<file path="src/rtl/stream_prefetcher.sv">
module stream_prefetcher #(
  parameter int LINE_W     = 30,
  parameter int PAGE_LINES = 64,
  parameter int STREAMS    = 32,
  parameter int CNT_W      = 6,
  parameter int LOAD_MOD   = 4,
  parameter int LOAD_HEAVY = 12,
  parameter int DIST_LIGHT = 20,
  parameter int DIST_MOD   = 10,
  parameter int DIST_HEAVY = 4,
  parameter int FAR_LINES  = 10
) (
  input  logic              clk,
  input  logic              rst,
  input  logic              dmd_valid,
  input  logic [LINE_W-1:0] dmd_line,
  input  logic [CNT_W-1:0]  outst_cnt,
  output logic              pf_valid,
  input  logic              pf_ready,
  output logic [LINE_W-1:0] pf_line,
  output logic              pf_llc_only
);
  localparam int OFF_W = $clog2(PAGE_LINES);
  localparam int PG_W  = LINE_W - OFF_W;
  localparam int IDX_W = $clog2(STREAMS);
  localparam int AGE_W = IDX_W + 2;
  localparam int W     = OFF_W + 2;
  localparam logic [W-1:0] TOP   = W'(PAGE_LINES - 1);
  localparam logic [W-1:0] LIM_L = W'(DIST_LIGHT);
  localparam logic [W-1:0] LIM_M = W'(DIST_MOD);
  localparam logic [W-1:0] LIM_H = W'(DIST_HEAVY);
  localparam logic [W-1:0] FAR   = W'(FAR_LINES);
  localparam logic [W-1:0] ONE   = W'(1);
  localparam logic [W-1:0] TWO   = W'(2);
  localparam logic [CNT_W-1:0] THR_M = CNT_W'(LOAD_MOD);
  localparam logic [CNT_W-1:0] THR_H = CNT_W'(LOAD_HEAVY);
  localparam logic [AGE_W-1:0] AGE_MAX = '1;

  logic             t_val [STREAMS];
  logic [PG_W-1:0]  t_pg  [STREAMS];
  logic             t_dir [STREAMS];
  logic [OFF_W-1:0] t_dem [STREAMS];
  logic [OFF_W-1:0] t_ptr [STREAMS];
  logic [AGE_W-1:0] t_age [STREAMS];

  logic              last_v;
  logic [LINE_W-1:0] last_line;
  logic              q_v0, q_v1, q_l0, q_l1;
  logic [LINE_W-1:0] q_ln0, q_ln1;

  logic [PG_W-1:0] d_pg;
  logic [W-1:0]    d_off, l_off;
  logic            same_pg, adj_up, adj_dn;
  assign d_pg    = dmd_line[LINE_W-1:OFF_W];
  assign d_off   = {2'b00, dmd_line[OFF_W-1:0]};
  assign l_off   = {2'b00, last_line[OFF_W-1:0]};
  assign same_pg = last_v && (last_line[LINE_W-1:OFF_W] == d_pg);
  assign adj_up  = same_pg && (l_off + ONE == d_off);
  assign adj_dn  = same_pg && (d_off + ONE == l_off);

  logic             hit_any, ex_any, free_any;
  logic [IDX_W-1:0] hit_idx, ex_idx, free_idx, old_idx;
  logic [AGE_W-1:0] old_age;

  always_comb begin
    hit_any = 1'b0; hit_idx = '0;
    ex_any = 1'b0; ex_idx = '0;
    free_any = 1'b0; free_idx = '0;
    old_idx = '0; old_age = '0;
    for (int i = 0; i < STREAMS; i++) begin
      if (t_val[i] && t_pg[i] == d_pg) begin
        if (!hit_any && (t_dir[i] ? ({2'b00, t_dem[i]} == d_off + ONE)
                                  : ({2'b00, t_dem[i]} + ONE == d_off))) begin
          hit_any = 1'b1;
          hit_idx = IDX_W'(i);
        end
        if (!ex_any && t_dir[i] == adj_dn) begin
          ex_any = 1'b1;
          ex_idx = IDX_W'(i);
        end
      end
      if (!t_val[i] && !free_any) begin
        free_any = 1'b1;
        free_idx = IDX_W'(i);
      end
      if (t_val[i] && t_age[i] > old_age) begin
        old_age = t_age[i];
        old_idx = IDX_W'(i);
      end
    end
  end

  logic             alloc, act, s_dir, heavy;
  logic [IDX_W-1:0] sel;
  logic [W-1:0]     s_ptr, base, c1, c2, dist1, dist2, lim;
  logic             in1, in2, ok1, ok2, llc1, llc2;
  logic [LINE_W-1:0] line1, line2;

  assign alloc = dmd_valid && !hit_any && (adj_up || adj_dn);
  assign act   = (dmd_valid && hit_any) || alloc;
  assign sel   = hit_any ? hit_idx : ex_any ? ex_idx : free_any ? free_idx : old_idx;
  assign s_dir = hit_any ? t_dir[hit_idx] : adj_dn;
  assign s_ptr = hit_any ? {2'b00, t_ptr[hit_idx]} : d_off;
  assign base  = s_dir ? ((s_ptr < d_off) ? s_ptr : d_off)
                       : ((s_ptr > d_off) ? s_ptr : d_off);
  assign c1    = s_dir ? base - ONE : base + ONE;
  assign c2    = s_dir ? base - TWO : base + TWO;
  assign in1   = s_dir ? (base >= ONE) : (c1 <= TOP);
  assign in2   = s_dir ? (base >= TWO) : (c2 <= TOP);
  assign dist1 = s_dir ? d_off - c1 : c1 - d_off;
  assign dist2 = s_dir ? d_off - c2 : c2 - d_off;
  assign heavy = outst_cnt >= THR_H;
  assign lim   = heavy ? LIM_H : (outst_cnt >= THR_M) ? LIM_M : LIM_L;
  assign ok1   = act && in1 && dist1 <= lim;
  assign ok2   = ok1 && in2 && dist2 <= lim;
  assign llc1  = heavy || dist1 > FAR;
  assign llc2  = heavy || dist2 > FAR;
  assign line1 = {d_pg, c1[OFF_W-1:0]};
  assign line2 = {d_pg, c2[OFF_W-1:0]};

  logic              pop, s_v0, s_v1, s_l0;
  logic [LINE_W-1:0] s_ln0;
  logic              n_v0, n_v1, n_l0, n_l1;
  logic [LINE_W-1:0] n_ln0, n_ln1;
  logic [1:0]        take;
  logic [OFF_W-1:0]  n_ptr;

  always_comb begin
    pop   = q_v0 && pf_ready;
    s_v0  = pop ? q_v1 : q_v0;
    s_ln0 = pop ? q_ln1 : q_ln0;
    s_l0  = pop ? q_l1 : q_l0;
    s_v1  = pop ? 1'b0 : q_v1;
    n_v0 = s_v0; n_ln0 = s_ln0; n_l0 = s_l0;
    n_v1 = s_v1; n_ln1 = q_ln1; n_l1 = q_l1;
    take = 2'd0;
    if (ok1 && !s_v1) begin
      take = 2'd1;
      if (!s_v0) begin
        n_v0 = 1'b1; n_ln0 = line1; n_l0 = llc1;
        if (ok2) begin
          n_v1 = 1'b1; n_ln1 = line2; n_l1 = llc2;
          take = 2'd2;
        end
      end else begin
        n_v1 = 1'b1; n_ln1 = line1; n_l1 = llc1;
      end
    end
  end

  assign n_ptr = (take == 2'd2) ? c2[OFF_W-1:0] :
                 (take == 2'd1) ? c1[OFF_W-1:0] : base[OFF_W-1:0];

  always_ff @(posedge clk) begin
    if (rst) begin
      last_v <= 1'b0; last_line <= '0;
      q_v0 <= 1'b0; q_v1 <= 1'b0; q_l0 <= 1'b0; q_l1 <= 1'b0;
      q_ln0 <= '0; q_ln1 <= '0;
      for (int i = 0; i < STREAMS; i++) begin
        t_val[i] <= 1'b0; t_pg[i] <= '0; t_dir[i] <= 1'b0;
        t_dem[i] <= '0; t_ptr[i] <= '0; t_age[i] <= '0;
      end
    end else begin
      q_v0 <= n_v0; q_ln0 <= n_ln0; q_l0 <= n_l0;
      q_v1 <= n_v1; q_ln1 <= n_ln1; q_l1 <= n_l1;
      if (dmd_valid) begin
        last_v <= 1'b1;
        last_line <= dmd_line;
      end
      if (act) begin
        for (int i = 0; i < STREAMS; i++) begin
          if (IDX_W'(i) == sel) begin
            t_val[i] <= 1'b1;
            t_pg[i]  <= d_pg;
            t_dir[i] <= s_dir;
            t_dem[i] <= d_off[OFF_W-1:0];
            t_ptr[i] <= n_ptr;
            t_age[i] <= '0;
          end else if (t_val[i] && t_age[i] != AGE_MAX) begin
            t_age[i] <= t_age[i] + 1'b1;
          end
        end
      end
    end
  end

  assign pf_valid    = q_v0;
  assign pf_line     = q_ln0;
  assign pf_llc_only = q_l0;
endmodule

</file>
<file path="config.mk">
export PLATFORM = sky130hd
export DESIGN_NAME = stream_prefetcher
export DESIGN_NICKNAME = d
export VERILOG_FILES = /design/src/rtl/stream_prefetcher.sv
export SDC_FILE = /design/constraint.sdc
export NUM_CORES = 2
export LEC_CHECK = 0
export ABC_AREA = 1
export BUFFER_PORTS_ARGS = -buffer_cell sky130_fd_sc_hd__buf_2
export CORE_ASPECT_RATIO = 1.4
export CORE_MARGIN = 2
export CORE_UTILIZATION = 65
export CTS_BUF_LIST = sky130_fd_sc_hd__clkbuf_4
export DETAILED_ROUTE_END_ITERATION = 8
export PLACE_DENSITY_LB_ADDON = 0.15
export SYNTH_ARGS = -nofsm -noshare
export SYNTH_HDL_FRONTEND = slang
export SYNTH_SLANG_ARGS = --single-unit
</file>
<file path="constraint.sdc">
create_clock -name clk -period 87.9 [get_ports clk]
set_input_delay 8.79 -clock clk [delete_from_list [all_inputs] [get_ports clk]]
set_output_delay 8.79 -clock clk [all_outputs]
set_load 0.02 [all_outputs]
</file>
# After elaboration in Yosys (flattened, before gate mapping)
# Memory sizes are Yosys's and may differ from the RTL's.
# Cells that the tools add are included.
dict set report totals {
  regBits 95
  ramBits 1440
  elab_cells 1845
  memories 6
}
# memory words width read_ports rd_clocked_by_memory_dff write_ports line
set memory_table {}
lappend memory_table {t_pg 32 24 32 0 32 40} ;# logic [PG_W-1:0] t_pg [STREAMS];
lappend memory_table {t_age 32 7 32 0 32 44} ;# logic [AGE_W-1:0] t_age [STREAMS];
lappend memory_table {t_dem 32 6 32 0 32 42} ;# logic [OFF_W-1:0] t_dem [STREAMS];
lappend memory_table {t_ptr 32 6 1 0 32 43} ;# logic [OFF_W-1:0] t_ptr [STREAMS];
lappend memory_table {t_dir 32 1 33 0 32 41} ;# logic t_dir [STREAMS];
lappend memory_table {t_val 32 1 32 0 32 39} ;# logic t_val [STREAMS];
dict set report op_classes {
  addsub 74
  order_cmp 44
  n_eq_ne 196
  mux 960
  bitwise_logic 224
  n_reduce_logical 333
}
# operator count
set ops {}
lappend ops {{5-bit 2-to-1 mux} 185}
lappend ops {{24-bit == test} 33}
lappend ops {{24-bit 2-to-1 mux} 32}
lappend ops {{7-bit 2-to-1 mux} 95}
lappend ops {{1-bit 2-to-1 mux} 566}
lappend ops {{6-bit 2-to-1 mux} 70}
lappend ops {{6-bit by 8-bit == test with 1-bit output} 31}
lappend ops {{6-bit by 1-bit adder with 7-bit output (second input constant)} 35}
lappend ops {{7-bit by 6-bit == test with 1-bit output} 33}
lappend ops {{7-bit by 1-bit adder with 7-bit output (second input constant)} 32}
lappend ops {{7-bit != test (second input constant)} 32}
lappend ops {{1-bit OR} 224}
lappend ops {{7-bit greater-than comparator} 31}
lappend ops {{1-bit logical AND} 201}
lappend ops {{30-bit 2-to-1 mux} 5}
lappend ops {{1-bit zero test} 125}
lappend ops {{5-bit == test (first input constant)} 16}
lappend ops {{4-bit by 5-bit == test with 1-bit output (first input constant)} 8}
lappend ops {{1-bit == test} 32}
lappend ops {{8-bit 2-to-1 mux} 4}
lappend ops {{3-bit by 5-bit == test with 1-bit output (first input constant)} 4}
lappend ops {{8-bit by 4-bit greater-than comparator with 1-bit output (second input constant)} 2}
lappend ops {{8-bit by 5-bit less-or-equal comparator with 1-bit output} 2}
lappend ops {{8-bit by 6-bit less-or-equal comparator with 1-bit output (second input constant)} 2}
lappend ops {{23 further kinds} 31}

# Logic depth before layout (Yosys ltp)
# An unclocked memory read counts as a cell.
dict set report depth {
  word_depth 150
  ltp_mapped 327
}

# Least setup slack after synthesis
# Ideal clock, no wire load.
dict set report synth_timing {
  path_kind {register to register}
  from {memory t_age[0][0] (netlist bit)}
  to {memory t_dem[1][0] (netlist bit), enable pin}
  setup_time_ns 0.395
  arrival_ns 37.288
  required_time_ns 87.505
  slack_ns 50.217
  stages_incl_launch_ff 296
  path_cell_list {edfxtp_1 > inv_1 > ha_1 > inv_1 > nor2_1 > nand3_1 > nand2_2 > inv_1 > nand2_1 > ha_1 > nand2_1 > nor2_1 > a21oi_2 > nand2_2 > buf_2 > o21ai_0 > ha_1 > nand2_1 > [... 260 more ...] > a21oi_1 > o21ai_0 > nand2_1 > o211ai_1 > nand3_1 > nand2_1 > inv_1 > nand2_1 > a311oi_1 > nand2_2 > nand2_2 > nand2_1 > o21ai_1 > nand3_1 > nor2_4 > nand3_1 > buf_2 > nand2_1}
}
# element line
set synth_rtl {}
lappend synth_rtl {{from (decl)} 44}
lappend synth_rtl {{to (decl)} 42}

==> flow_summary.yaml <==
synthesis:
  synth_seq_cells: 1535
  synthTopCellsByCount: "edfxtp_1, nand2_1, nor2_1, inv_1, nand3_1"
  synth_area_leaders: "edfxtp_1, nand2_1, nor2_1"
  synthesis.nets: 9704
  yosysTopAreaCell: "edfxtp_1"
  synth.distinct_cells: 73
  async_flop_share_pct: 0
  synthCells: 9386
  yosysMostFrequentCell: "edfxtp_1"
  synth_ff_type: "edfxtp_1"
  synth-seq-area-share_pct: 51.0
  netlist.area_leader.share_pct: 48.5
  synth_edf_count: 1423
  ys.warnings.count: 0
  syn_area_um2: 88100
  syn_avg_cell_area_um2: 9.39
setup_path:
  crit_family: "simple AND/OR/NAND/NOR gates"
  crit_buf_inv: 24
  start_kind: "flop"
  crit_path_max_fanout: 40
  crit_required_ns: 88.89
  cp_common_cell: "o21ai_0"
  arrival_ns: 46.47
  crit_type: "flop to flop"
  crit_slowest_cell: "nand3_2"
  cp-end-kind: "flop"
  slowest_delay_ns: 0.95
timing:
  finalCriticalPeriod_ns: 45.48
  fin_skew_ns: 0.130
  fin_tns_setup_ns: 0
  worst_slew_pin_slew_ns: 1.48
  min_period_over_period_pct: 51.7
  rsz0062_at_grt: "no"
  finalSetupViolations: 0
  final-hold-violation-count: 0
  clock.fmax_ghz: 0.0220
  slew_headroom_pct: 0.383
  drv_slew: 0
die:
  die-area_um2: 139000
  rows: 159
  die_w_um: 315
  core_um2: 134000
  initial_core_util_pct: 65.6
  ios: 72
  chipHeight_um: 440
run_status:
  violations: "max-capacitance violations"
  outcome: "finished with violations"
route:
  drt_iter0_drc: 8793
  first_pass_iters: 9
  vias_per_cell: 6.40
  drcViolationCount: 0
  wl_um: 285000
  post_drt_wl_per_cell_um: 24.7
  vias: 74031
  ant_nets: 0
power_and_ir_drop:
  switchingPower_uw: 567
  internal_power_uw: 1250
  p_comb_share_pct: 20.5
  ir_drop_v: 0.0000157
  pwr-share-seq_pct: 47.3
  leakage_uw: 0.0369
  power_density_nw_per_um2: 19.3
  switching_share_pct: 31.2
  clock_power_share_pct: 32.2
  total_power_uw: 1820
grt:
  grt_pass1_wl_um: 417000
  track_usage_pct: 40.5
  antenna_found_initial: 10
  grt_max_degree: 121
  grt_pass1_vias: 71339
  gr-total-overflow: 0
hold_path:
  hold_class: "flop to flop"
layout:
  fillers: 10434
  drive_gt1_share_pct: 12.2
  final_nets: 9844
  syn_to_final_growth_pct: 7.04
cts:
  cts_buffer_depth: 4
  clkTransAtPathRegs_ns: 0.08
  hold_buffers: 0
  cts_setup_buffers: 0
  ctsResizeCount: 0
  cts_tree: "built"
  clkSinkCount: 1535
  cts_root_buffer: "clkbuf_4"
  cts_inserted_buffers: 376
  h-tree-depth: 5
  clock_latency_ns: 1.41
placed_design:
  place_hpwl_um: 189000
  io_buffers: 69
  place_congestion: 1.01
flow_run:
  drv_cap: 1
[sequential cells by signal, indices dropped and copies added (netlist names)]
signal	count
pf_llc_only	1
q_ln1	30
t_dem	192
t_dir	32
t_val	32
q_l1	1
t_ptr	192
last_line	30
t_age	224
last_v	1
t_pg	768
pf_line	30
pf_valid	1
q_v1	1
[area by class of cell]
class                           instances  area (um^2)  share of cell area (%)
Sequential cell                      1535        45000                    47.7
Multi-Input combinational cell       6656        38200                    40.5
Clock buffer                          540         4050                    4.30
Inverter                              727         2730                    2.90
Tap cell                             1771         2220                    2.35
Timing Repair Buffer                  230         1560                    1.65
Clock inverter                        103          513                   0.544
Antenna cell                           10         25.0                  0.0265
[cells by family after synthesis]
family / count (synthesis) / synth area share (%)
compound gates: 1645 / 11.4
simple gates: 3976 / 20.3
buf+inv: 1195 / 5.74
flops: 1535 / 51.0
fa+ha+maj: 278 / 3.98
mux: 2 / 0.0227
xor+xnor: 755 / 7.51
[cell usage in the layout (no fill, tap or decap), types with 19 or more instances in the layout]
| cell | count |
|---|---|
| a2111oi_0 | 27 |
| a211oi_1 | 48 |
| a21oi_1 | 350 |
| a21oi_2 | 26 |
| a221oi_1 | 102 |
| a22o_1 | 65 |
| a311oi_1 | 44 |
| a31oi_1 | 19 |
| buf_2 | 68 |
| buf_4 | 161 |
| clkbuf_4 | 541 |
| clkinv_1 | 116 |
| dfxtp_1 | 112 |
| edfxtp_1 | 1423 |
| ha_1 | 274 |
| inv_1 | 664 |
| inv_2 | 28 |
| nand2_1 | 1289 |
| nand2_2 | 85 |
| nand3_1 | 665 |
| nand3_2 | 26 |
| nand3b_1 | 55 |
| nand4_1 | 141 |
| nor2_1 | 1258 |
| nor2_2 | 75 |
| nor3_1 | 83 |
| nor4_1 | 117 |
| o2111ai_1 | 22 |
| o211ai_1 | 38 |
| o21ai_0 | 663 |
| o21bai_1 | 29 |
| o22ai_1 | 125 |
| o41ai_1 | 28 |
| or2_2 | 117 |
| xnor2_1 | 226 |
| xor2_1 | 529 |
[stage by stage]
| step | cells | util, % | worst slack [ns] | hold slack, ns | area, um^2 |
|---|---|---|---|---|---|
| after floorplan | 9386 | - | 50.22 | 0.430 | 88100 |
| after global placement | 10918 | 66.8 | 43.36 | 0.449 | 89700 |
| after detailed placement | 10918 | 66.8 | 42.70 | 0.453 | 89700 |
| after CTS | 11561 | 70.2 | 42.52 | 0.464 | 94300 |
| after global routing | 11567 | 70.2 | 37.82 | 0.489 | 94300 |
| final | 11572 | 70.2 | 42.42 | 0.462 | 94300 |
[worst paths after layout]
| check | start | endpoint | slack [ns] | cells past startpoint |
|---|---|---|---|---|
| min reg2reg | q_ln1[4]$_SDFFE_PP0P_ | q_ln1[4]$_SDFFE_PP0P_ | 0.46 | 2 |
| min | q_ln1[4]$_SDFFE_PP0P_ | q_ln1[4]$_SDFFE_PP0P_ | 0.46 | 2 |
| max | t_age[0][0]$_SDFFCE_PN0P_ | t_pg[0][289]$_SDFFCE_PN0P_ | 42.42 | 251 |
| max reg2reg | t_age[0][0]$_SDFFCE_PN0P_ | t_pg[0][289]$_SDFFCE_PN0P_ | 42.42 | 251 |
[worst reg2reg max path: cells and delay by family, from the launching register on]
kind	cells	cell delay, ns
buffers and inverters	24	2.51
AOI/OAI and AO/OA	50	12.89
DFF	1	0.40
and+or+nand+nor	145	19.18
adders and majority gates	32	10.09
[power groups by stage]
| stage | Combinational [uW] | Sequential (uW) | Clock (uW) |
|---|---|---|---|
| after floorplan | 272 | 867 | 0 |
| after global placement | 354 | 872 | 0 |
| after detailed placement | 365 | 874 | 0 |
| after CTS | 368 | 859 | 586 |
| after global routing | 412 | 863 | 619 |
| final | 372 | 860 | 585 |
[metal layers]
metal | part of all wire [%] | routed length [um] | vias up | global-route usage, %
met5 | 0.027 | 76 | - | 0
met4 | 9.0 | 25800 | 12 | 32.2
met3 | 11 | 30600 | 1297 | 9.16
met2 | 47 | 135000 | 4477 | 67.3
met1 | 33 | 94000 | 34861 | 44.8
li1 | - | - | 33384 | -
Note: power is estimated with default switching activity, not from simulation.
